### src/rtl/lockdet_pkg.sv
package lockdet_pkg;

  // Saturating increment of the error width by one active clock.
  function automatic int unsigned err_step(input int unsigned cnt,
                                           input logic active,
                                           input int unsigned max_val);
    if (!active)         return cnt;
    if (cnt >= max_val)  return max_val;
    return cnt + 1;
  endfunction

  // Cycle verdict: true when the measured width is inside the window.
  function automatic logic in_window(input int unsigned width,
                                     input int unsigned window);
    return width < window;
  endfunction

  // Saturating run-length advance.
  function automatic int unsigned run_step(input int unsigned run,
                                           input int unsigned limit);
    return (run >= limit) ? limit : run + 1;
  endfunction

endpackage

### src/rtl/pulse_sync.sv
module pulse_sync #(
  parameter int STAGES = 2
) (
  input  logic clk,
  input  logic rst_n,
  input  logic d_async,
  output logic q_sync
);
  logic [STAGES-1:0] chain_q;

  always_ff @(posedge clk) begin
    if (!rst_n) chain_q <= '0;
    else        chain_q <= {chain_q[STAGES-2:0], d_async};
  end

  assign q_sync = chain_q[STAGES-1];
endmodule

### src/rtl/err_meter.sv
module err_meter
  import lockdet_pkg::*;
#(
  parameter int ERR_MAX = 15,
  parameter int WINDOW  = 2,
  localparam int ERR_W  = $clog2(ERR_MAX + 1)
) (
  input  logic             clk,
  input  logic             rst_n,
  input  logic             clear_i,
  input  logic             active_i,
  input  logic             strobe_i,
  output logic [ERR_W-1:0] err_cnt_o,
  output logic [ERR_W-1:0] err_total_o,
  output logic             cyc_good_o
);
  logic [ERR_W-1:0] err_q;
  logic [ERR_W-1:0] err_total;

  always_comb begin
    err_total = ERR_W'(err_step(int'(err_q), active_i, ERR_MAX));
  end

  always_ff @(posedge clk) begin
    if (!rst_n)                    err_q <= '0;
    else if (clear_i || strobe_i)  err_q <= '0;
    else                           err_q <= err_total;
  end

  assign err_cnt_o   = err_q;
  assign err_total_o = err_total;
  assign cyc_good_o  = in_window(int'(err_total), WINDOW);
endmodule

### src/rtl/lock_filter.sv
module lock_filter
  import lockdet_pkg::*;
#(
  parameter int LOCK_CYCLES = 4,
  localparam int RUN_W      = $clog2(LOCK_CYCLES + 1)
) (
  input  logic             clk,
  input  logic             rst_n,
  input  logic             pwrdn_i,
  input  logic             strobe_i,
  input  logic             good_i,
  output logic [RUN_W-1:0] run_o,
  output logic             state_o,
  output logic             lock_o
);
  logic [RUN_W-1:0] run_q, run_d;
  logic             state_q, state_d;
  logic             lock_q;

  always_comb begin
    run_d   = run_q;
    state_d = state_q;
    if (pwrdn_i) begin
      run_d   = '0;
      state_d = 1'b0;
    end else if (strobe_i) begin
      if (good_i) begin
        run_d   = RUN_W'(run_step(int'(run_q), LOCK_CYCLES));
        state_d = (int'(run_d) >= LOCK_CYCLES);
      end else begin
        run_d   = '0;
        state_d = 1'b0;
      end
    end
  end

  always_ff @(posedge clk) begin
    if (!rst_n) begin
      run_q   <= '0;
      state_q <= 1'b0;
      lock_q  <= 1'b0;
    end else begin
      run_q   <= run_d;
      state_q <= state_d;
      lock_q  <= pwrdn_i | state_d;
    end
  end

  assign run_o   = run_q;
  assign state_o = state_q;
  assign lock_o  = lock_q;
endmodule

### src/rtl/lock_detector.sv
module lock_detector
  import lockdet_pkg::*;
#(
  parameter int SYNC_STAGES = 2,
  parameter int WINDOW      = 2,
  parameter int LOCK_CYCLES = 4,
  parameter int ERR_MAX     = 15
) (
  input  logic clk,
  input  logic rst_n,
  input  logic up_i,
  input  logic dn_i,
  input  logic cmp_strobe_i,
  input  logic pwrdn_i,
  output logic lock_o
);
  localparam int ERR_W = $clog2(ERR_MAX + 1);
  localparam int RUN_W = $clog2(LOCK_CYCLES + 1);

  logic [1:0]       raw_pulse;
  logic [1:0]       sync_pulse;
  logic             pulse_active;
  logic [ERR_W-1:0] err_cnt;
  logic [ERR_W-1:0] err_total;
  logic             cyc_good;
  logic [RUN_W-1:0] run_cnt;
  logic             lock_state;

  assign raw_pulse = {dn_i, up_i};

  for (genvar g = 0; g < 2; g++) begin : g_sync
    pulse_sync #(.STAGES(SYNC_STAGES)) u_sync (
      .clk     (clk),
      .rst_n   (rst_n),
      .d_async (raw_pulse[g]),
      .q_sync  (sync_pulse[g])
    );
  end

  assign pulse_active = |sync_pulse;

  err_meter #(.ERR_MAX(ERR_MAX), .WINDOW(WINDOW)) u_meter (
    .clk         (clk),
    .rst_n       (rst_n),
    .clear_i     (pwrdn_i),
    .active_i    (pulse_active),
    .strobe_i    (cmp_strobe_i),
    .err_cnt_o   (err_cnt),
    .err_total_o (err_total),
    .cyc_good_o  (cyc_good)
  );

  lock_filter #(.LOCK_CYCLES(LOCK_CYCLES)) u_filter (
    .clk      (clk),
    .rst_n    (rst_n),
    .pwrdn_i  (pwrdn_i),
    .strobe_i (cmp_strobe_i),
    .good_i   (cyc_good),
    .run_o    (run_cnt),
    .state_o  (lock_state),
    .lock_o   (lock_o)
  );
endmodule

### config.mk
export PLATFORM = sky130hd
export DESIGN_NAME = lock_detector
export DESIGN_NICKNAME = d
export VERILOG_FILES = /design/src/rtl/lockdet_pkg.sv /design/src/rtl/pulse_sync.sv /design/src/rtl/err_meter.sv /design/src/rtl/lock_filter.sv /design/src/rtl/lock_detector.sv
export SDC_FILE = /design/constraint.sdc
export NUM_CORES = 1
export LEC_CHECK = 0
export CAP_MARGIN = 25
export CORE_MARGIN = 1
export CORE_UTILIZATION = 25
export CTS_CLUSTER_DIAMETER = 200
export CTS_CLUSTER_SIZE = 14
export DETAILED_ROUTE_END_ITERATION = 7
export HOLD_SLACK_MARGIN = 0.03
export PLACE_DENSITY = 0.39
export SLEW_MARGIN = 20
export SYNTH_ARGS = -nofsm -noshare
export SYNTH_HDL_FRONTEND = slang
export SYNTH_SLANG_ARGS = --single-unit
### constraint.sdc
create_clock -name clk -period 1.8 [get_ports clk]
set_input_delay 0.36 -clock clk [delete_from_list [all_inputs] [get_ports clk]]
set_output_delay 0.36 -clock clk [all_outputs]
set_load 0.05 [all_outputs]
Word level (Yosys, flattened, before mapping)
Index checks and enable logic that the tools add are counted.
{ "op_classes": {"n_mux": 11, "magnitude_cmp": 4, "n_reduce_logical": 4, "bitwise_logic": 2, "add_sub_neg": 2} }
{ "ops": {"columns": ["cell", "count"], "rows": [
  ["$mux 4", 4],
  ["$ge 3x3->1 const B", 2],
  ["$mux 3", 2],
  ["$reduce_or 2->1", 3],
  ["$mux 1", 5],
  ["$add 4x1->4 const B", 1],
  ["$ge 4x4->1 const B", 1],
  ["$lt 4x2->1 const B", 1],
  ["$add 3x1->3 const B", 1],
  ["$logic_or 1x1->1", 1],
  ["$not 1->1", 1],
  ["$or 1x1->1", 1]
]} }
{ "word_totals": {"in_bits": 6, "reg_bits": 13} }

Logic depth before layout (Yosys ltp)
Gate-level depths: netlist (run 1).
{ "depth": {"ltp_word": 10, "ltp_mapped": 5, "ltp_nobuf": 5} }

Modules after synthesis
Synthesis (run 1) repeated with hierarchy kept, for this count alone.
{ "hier_totals": {"hier_cells": 63, "area_unflattened_um2": 586.8} }
{ "by_module_without_submodules": {"columns": ["module", "area_each_um2", "cells_each", "n_inst"], "rows": [
  ["err_meter", 240.2, 29, 1],
  ["lock_filter", 235.2, 25, 1],
  ["pulse_sync", 52.6, 4, 2],
  ["lock_detector", 6.3, 1, 1]
]} }

Worst setup path after synthesis (run 1)
Ideal clock, no wire load.
{ "synth_timing": {"kind": "register -> register", "start": "register u_meter.err_q[0], in the netlist u_meter.err_cnt_o[0]", "end": "register u_filter.run_q[2], in the netlist u_filter.run_o[2]", "required_time_ps": 1721, "setup_ps": 79, "synth_period_minus_slack_ps": 1380, "stages_incl_launch_ff": 6, "slack_ps": 420, "arrival_ps": 1301, "n_path_buf": 0, "cell_sequence": "dfxtp_1 ha_1 and3_2 o31ai_2 nand3_2 a211oi_2"} }
{ "synth_via": {"elab_chain_cells": 7} }
{ "synth_rtl": {"columns": ["element", "line_no", "text"], "rows": [
  ["from (decl)", "err_meter.sv:17", "logic [ERR_W-1:0] err_q;"],
  ["from (signal assigned)", "err_meter.sv:27", "else err_q <= err_total;"],
  ["$ge 4x4->1", "lockdet_pkg.sv:8", "if (cnt >= max_val) return max_val;"],
  ["$mux 1 (2 in a row)", "lockdet_pkg.sv:8", null],
  ["$mux 4", "lockdet_pkg.sv:9", "return cnt + 1;"],
  ["$mux 4 *", "lockdet_pkg.sv:8", null],
  ["$lt 4x2->1 *", "lockdet_pkg.sv:15", "return width < window;"],
  ["$mux 3 *", "lock_filter.sv:27", "if (good_i) begin"],
  ["to (signal assigned)", "lock_filter.sv:43", "run_q <= run_d;"],
  ["to (decl)", "lock_filter.sv:16", "logic [RUN_W-1:0] run_q, run_d;"]
]} }
Every way passes the cells marked *; elsewhere a longest branch is shown, timed or not. The select of a mux whose other input is x is not followed.
A chain may end at the register's enable or synchronous reset.

Worst setup path after layout (run 1)
Same ends and word-level chain as after synthesis.

==> flow_summary_export.csv, run 1 <==
group,metric,value,unit
die,num_rows,16,
drt,routedWlPerCell,10.2,um
global_route,grt_pass1_vias,444,
logic_synthesis,ys_types,25,
sta,slew_headroom,76.6,%
worst_setup_path,crit_type,"flop to flop",
clock_tree,worstSkewPairLatency,280,ps
die,core,2060,um^2
drt,dr_total_vias,422,
clock_tree,cts_sinks,13,
sta,worst_slack,259,ps
worst_setup_path,end_kind,"flop",
logic_synthesis,seq_area_frac_synth,45.4,%
die,die_w,49.9,um
sta,grt_setup_unrepaired,"no",
clock_tree,clk_pin_slew_worst_paths,90,ps
placed_design,place_congestion,0.694,
clock_tree,clockRootBuffer,"clkbuf_4",
cells_and_area,drive_gt1_share,16.7,%
sta,skew,8.29,ps
cells_and_area,antenna_cells,0,
logic_synthesis,synth.area.top_cells,"dfxtp_1, ha_1, o32ai_1",
logic_synthesis,synth_commonest_cells,"dfxtp_1, nor2_1, and2_1",
flow_run,cap_violations,0,
sta,fin_tns_setup,0,ps
clock_tree,clockBufferDepth,2,
logic_synthesis,ys_ff_latch,13,
logic_synthesis,synth_area,573,um^2
drt,drtIter0Drc,3,
sta,maxSlewViolCount,0,
global_route,grt_first_pass_wirelength,1.80,mm
logic_synthesis,netlist_instances,56,
logic_synthesis,synth-main-ff-cell,"dfxtp_1",
die,die_area,2490,um^2
drt,wl,950,um
sta,min_period,1540,ps
worst_setup_path,crit_path_max_fanout,5,
global_route,grt_antenna_before_repair,0,
power_and_ir_drop,peakVddDrop,0.000319,V
worst_setup_path,critPathArrivalTime,1740,ps
drt,drc,0,
clock_tree,cts_buffers,3,
die,ios,7,
logic_synthesis,synth_edf_count,0,
worst_setup_path,cp.required,2000,ps
logic_synthesis,avgSynthCellArea,10.2,um^2
logic_synthesis,synth_top_cell_by_area,"dfxtp_1",
sta,hold_ws,438,ps
power_and_ir_drop,powerDensity,768,nW/um^2
logic_synthesis,netlist.area_leader.share,45.4,%
global_route,grtUsageTotal,10.1,%
cells_and_area,synthToLayoutAreaGrowth,20.5,%
placed_design,hpwl,760,um
worst_setup_path,critPathLaunchType,"flop",
placed_design,portBuffers,6,
drt,firstDrtPassIters,3,
logic_synthesis,ys_warn_count,0,
sta,setup_viol,0,
logic_synthesis,ys_async_sr_fraction,0,%
power_and_ir_drop,p_leak,0.265,nW
clock_tree,post_cts_buffers,0,
logic_synthesis,yosysMostFrequentCell,"dfxtp_1",
cells_and_area,nets,76,
logic_synthesis,synthesis.nets,65,
sta,hold_viol_final,0,
drt,viasPerCell,4.54,
clock_tree,htree_levels,1,
clock_tree,cts_tree,"built",
hold_path,hp-class,"flop to flop",
clock_tree,post_cts_resized,0,
die,die_height,49.9,um
sta,max_freq,649,MHz
global_route,grt_overflow,0,
sta,worst_pin_slew,350,ps
placed_design,pre_cts_ws,144,ps
sta,finalCritPeriodShare,85.6,%
global_route,grt_max_degree,12,
die,start_util,27.8,%
clock_tree,ctsHoldBuffers,0,
drt,ant_nets,0,
run_status,status,"completed",
through the flow:
stage	utilization [%]	area (um^2)	total power [mW]	cells
CTS	33.5	691	0.544	93
floorplan	-	573	0.336	56
detailed placement	32.2	663	0.357	89
finish	33.5	691	0.530	93
global route	33.5	691	0.571	93
global placement	32.2	663	0.358	89
layout by cell type (no fill, tap or decap), types with 2 or more instances in the layout:
cell             netlist  layout
inv_1                  3       3
nand2b_1               2       2
dfxtp_1               13      13
mux2i_1                2       2
ha_1                   3       3
buf_4                  0       2
nand4b_1               2       2
o32ai_1                3       3
o211ai_1               2       2
nor2_1                 5       5
clkdlybuf4s50_1        0       5
a21oi_1                2       2
and2_1                 4       4
o21ai_0                2       2
clkbuf_4               0       3
final timing paths:
path / start / to / slack (ps) / cells past startpoint
min reg2reg: g_sync[1].u_sync.chain_q[0]$_SDFF_PN0_ / g_sync[1].u_sync.chain_q[1]$_SDFF_PN0_ / 440 / 1
min: g_sync[1].u_sync.chain_q[0]$_SDFF_PN0_ / g_sync[1].u_sync.chain_q[1]$_SDFF_PN0_ / 440 / 1
max: u_meter.err_cnt_o[0]$_SDFFE_PP0N_ / u_filter.run_o[2]$_SDFFE_PP0P_ / 260 / 5
max reg2reg: u_meter.err_cnt_o[0]$_SDFFE_PP0N_ / u_filter.run_o[2]$_SDFFE_PP0P_ / 260 / 5
report_power, final:
group          internal, mW  total (mW)  switching [mW]
sequential            0.295       0.299         0.00414
combinational        0.0246      0.0505          0.0258
clock                0.0823       0.181          0.0983
total                 0.402       0.530           0.128
layer usage:
metal	GRT usage (%)	vias up	wire, um
met2	14.9	2	453
li1	-	226	-
met1	12.0	192	460
met4	8.57	0	14
met5	0	-	0
met3	2.78	2	20
cells by family after synthesis:
logic type	share of synthesized area, %
AOI/OAI and AO/OA	17.9
adders and majority gates	6.55
buffers and inverters	3.49
DFF	45.4
muxes	3.49
and+or+nand+nor	23.1
worst max-delay path: stages, from the launching register on:
cell      delay [ps]
dfxtp_1          350
ha_1             230
and3_2           230
o31ai_2          240
nand3_2          180
a211oi_2         240
final cells by class:
class | count | area, um^2
clock inverter | 1 | 5.00
multi-input combinational | 39 | 293
clock buffer | 3 | 22.5
timing repair buffer | 7 | 65.1
inverter | 3 | 11.3
tap | 27 | 33.8
sequential | 13 | 260
fill | 223 | 1370
flip-flops by register name, summed over array words and instances (netlist names):
name                   flops
g_sync.u_sync.chain_q      4
u_meter.err_cnt_o          4
u_filter.run_o             3
u_filter.lock_o            1
u_filter.state_o           1
No activity file was read; power rests on OpenSTA's default activity.
==> run 2, diff against run 1 <==
--- a/config.mk
+++ b/config.mk
@@ -6,14 +6,14 @@
 export NUM_CORES = 1
 export LEC_CHECK = 0
 export CAP_MARGIN = 25
-export CORE_MARGIN = 1
-export CORE_UTILIZATION = 25
+export CORE_AREA = 2 2 39 41
 export CTS_CLUSTER_DIAMETER = 200
 export CTS_CLUSTER_SIZE = 14
 export DETAILED_ROUTE_END_ITERATION = 7
+export DIE_AREA = 0 0 41 43
 export HOLD_SLACK_MARGIN = 0.03
-export PLACE_DENSITY = 0.39
-export SLEW_MARGIN = 20
+export PLACE_DENSITY = 0.61
+export SLEW_MARGIN = 5
 export SYNTH_ARGS = -nofsm -noshare
 export SYNTH_HDL_FRONTEND = slang
 export SYNTH_SLANG_ARGS = --single-unit
==> flow_summary_export.csv, run 2 (synthesized netlist as in run 1, its figures left out) <==
group,metric,value,unit
cells_and_area,antenna_cells,0,
drt,wl,917,um
cells_and_area,seq_area,260,um^2
drt,dr_total_vias,417,
power_and_ir_drop,comb_power_share,9.6,%
clock_tree,cts_sinks,13,
hold_path,hp-class,"flop to flop",
die,start_util,41.4,%
cells_and_area,drive_gt1_share,13.6,%
sta,min_period,1730,ps
drt,firstDrtPassIters,4,
global_route,grt_max_degree,12,
run_status,status,"completed",
power_and_ir_drop,peakVddDrop,0.000602,V
cells_and_area,fin_util,49.0,%
worst_setup_path,crit_path_max_fanout,1,
sta,worst_pin_slew,488,ps
worst_setup_path,critical_path_depth,1,
cells_and_area,multi_input_area,293,um^2
sta,finalCritPeriodShare,96.0,%
sta,grt_setup_unrepaired,"no",
worst_setup_path,critPathLaunchType,"flop",
cells_and_area,nets,76,
clock_tree,clk_pin_slew_worst_paths,70,ps
clock_tree,worstSkewPairLatency,270,ps
placed_design,portBuffers,6,
global_route,grtUsageMet2,20.6,%
global_route,grt_overflow,0,
worst_setup_path,end_kind,"output pin",
clock_tree,post_cts_resized,0,
power_and_ir_drop,p_seq_share,57.2,%
sta,maxSlewViolCount,0,
flow_run,cap_violations,0,
drt,drtIter0Drc,11,
cells_and_area,layout_commonest_cell,"dfxtp_1",
sta,hold_ws,434,ps
worst_setup_path,cp.required,1440,ps
clock_tree,htree_levels,1,
worst_setup_path,slowest_delay,790,ps
worst_setup_path,path_cells,"clkdlybuf4s50_1",
worst_setup_path,critPathArrivalTime,1370,ps
placed_design,placedCellCount,78,
global_route,grt_first_pass_wirelength,1.46,mm
worst_setup_path,path_buf_inv,1,
power_and_ir_drop,swShare,22.4,%
drt,ant_nets,0,
power_and_ir_drop,p_int,406,uW
power_and_ir_drop,total_power,523,uW
die,die_area,1760,um^2
global_route,grt_antenna_before_repair,0,
drt,drc,0,
drt,viasPerCell,5.09,
global_route,grt-busiest-layer,"met2",
sta,slew_headroom,67.4,%
die,die_height,43,um
global_route,grt_util_met3,7.85,%
clock_tree,cts_buffers,3,
placed_design,place_congestion,0.619,
hold_path,holdPathStages,1,
power_and_ir_drop,powerDensity,771,nW/um^2
clock_tree,ctsHoldBuffers,0,
worst_setup_path,crit_type,"flop to output pin",
sta,fin_tns_setup,0,ps
die,core,1380,um^2
cells_and_area,fillers,132,
worst_setup_path,r2r_cells,5,
cells_and_area,finalNonFillerCells,82,
sta,setup_viol,0,
sta,hold_viol_final,0,
clock_tree,clockRootBuffer,"clkbuf_4",
die,die_w,41,um
clock_tree,cts_tree,"built",
clock_tree,post_cts_buffers,0,
worst_setup_path,cp_top_family,"buffers and inverters",
die,ios,7,
global_route,grt_pass1_vias,383,
power_and_ir_drop,p_clk_share,33.2,%
cells_and_area,synthToLayoutAreaGrowth,18.3,%
worst_setup_path,cp_slowest_cell,"clkdlybuf4s50_1",
sta,skew,1.81,ps
cells_and_area,layout_common_cells,"dfxtp_1, clkdlybuf4s50_1, nor2_1, and2_1",
die,num_rows,14,
clock_tree,clockBufferDepth,2,
power_and_ir_drop,p_leak,0.261,nW
global_route,use_met1,12.1,%
power_and_ir_drop,p_switching,117,uW
sta,max_freq,578,MHz
global_route,grtUsageTotal,13.1,%
drt,routedWlPerCell,11.2,um
run 2: power by group through the flow:
stage	registers [mW]	logic [mW]	clock network [mW]
3_5_place_dp	0.306	0.0510	0
5_1_grt	0.300	0.0557	0.201
2_1_floorplan	0.310	0.0262	0
3_3_place_gp	0.306	0.0511	0
6_report	0.299	0.0503	0.173
4_1_cts	0.299	0.0511	0.183
run 2: final timing paths:
path                                                             start                                      to  slack, ps
worst max register to register       u_meter.err_cnt_o[0]$_SDFFE_PP0N_          u_filter.run_o[2]$_SDFFE_PP0P_        250
worst max-delay path                        u_filter.lock_o$_SDFF_PN0_                                  lock_o         70
worst min register to register  g_sync[0].u_sync.chain_q[0]$_SDFF_PN0_  g_sync[0].u_sync.chain_q[1]$_SDFF_PN0_        430
worst min-delay path            g_sync[0].u_sync.chain_q[0]$_SDFF_PN0_  g_sync[0].u_sync.chain_q[1]$_SDFF_PN0_        430
run 2: layout make-up:
class	instances	share of cell area, %
clock buffer	4	3.87
inverter	3	1.66
multi-input combinational	39	43.2
sequential	13	38.4
tap	16	2.95
timing repair buffer	7	9.96
run 2: routing by layer:
| metal | vias up | wire (um) | part of all wire, % |
|---|---|---|---|
| met5 | - | 0 | 0 |
| met4 | 0 | 13 | 1.4 |
| met3 | 2 | 26 | 2.8 |
| met2 | 3 | 451 | 49 |
| met1 | 188 | 426 | 46 |
| li1 | 224 | - | - |
run 2: per-stage QoR:
step	instance area, um^2	setup slack [ps]
after floorplan	573	420
after global placement	652	199
after detailed placement	652	98.0
after CTS	678	56.7
after global routing	678	15.7
final	678	71.2
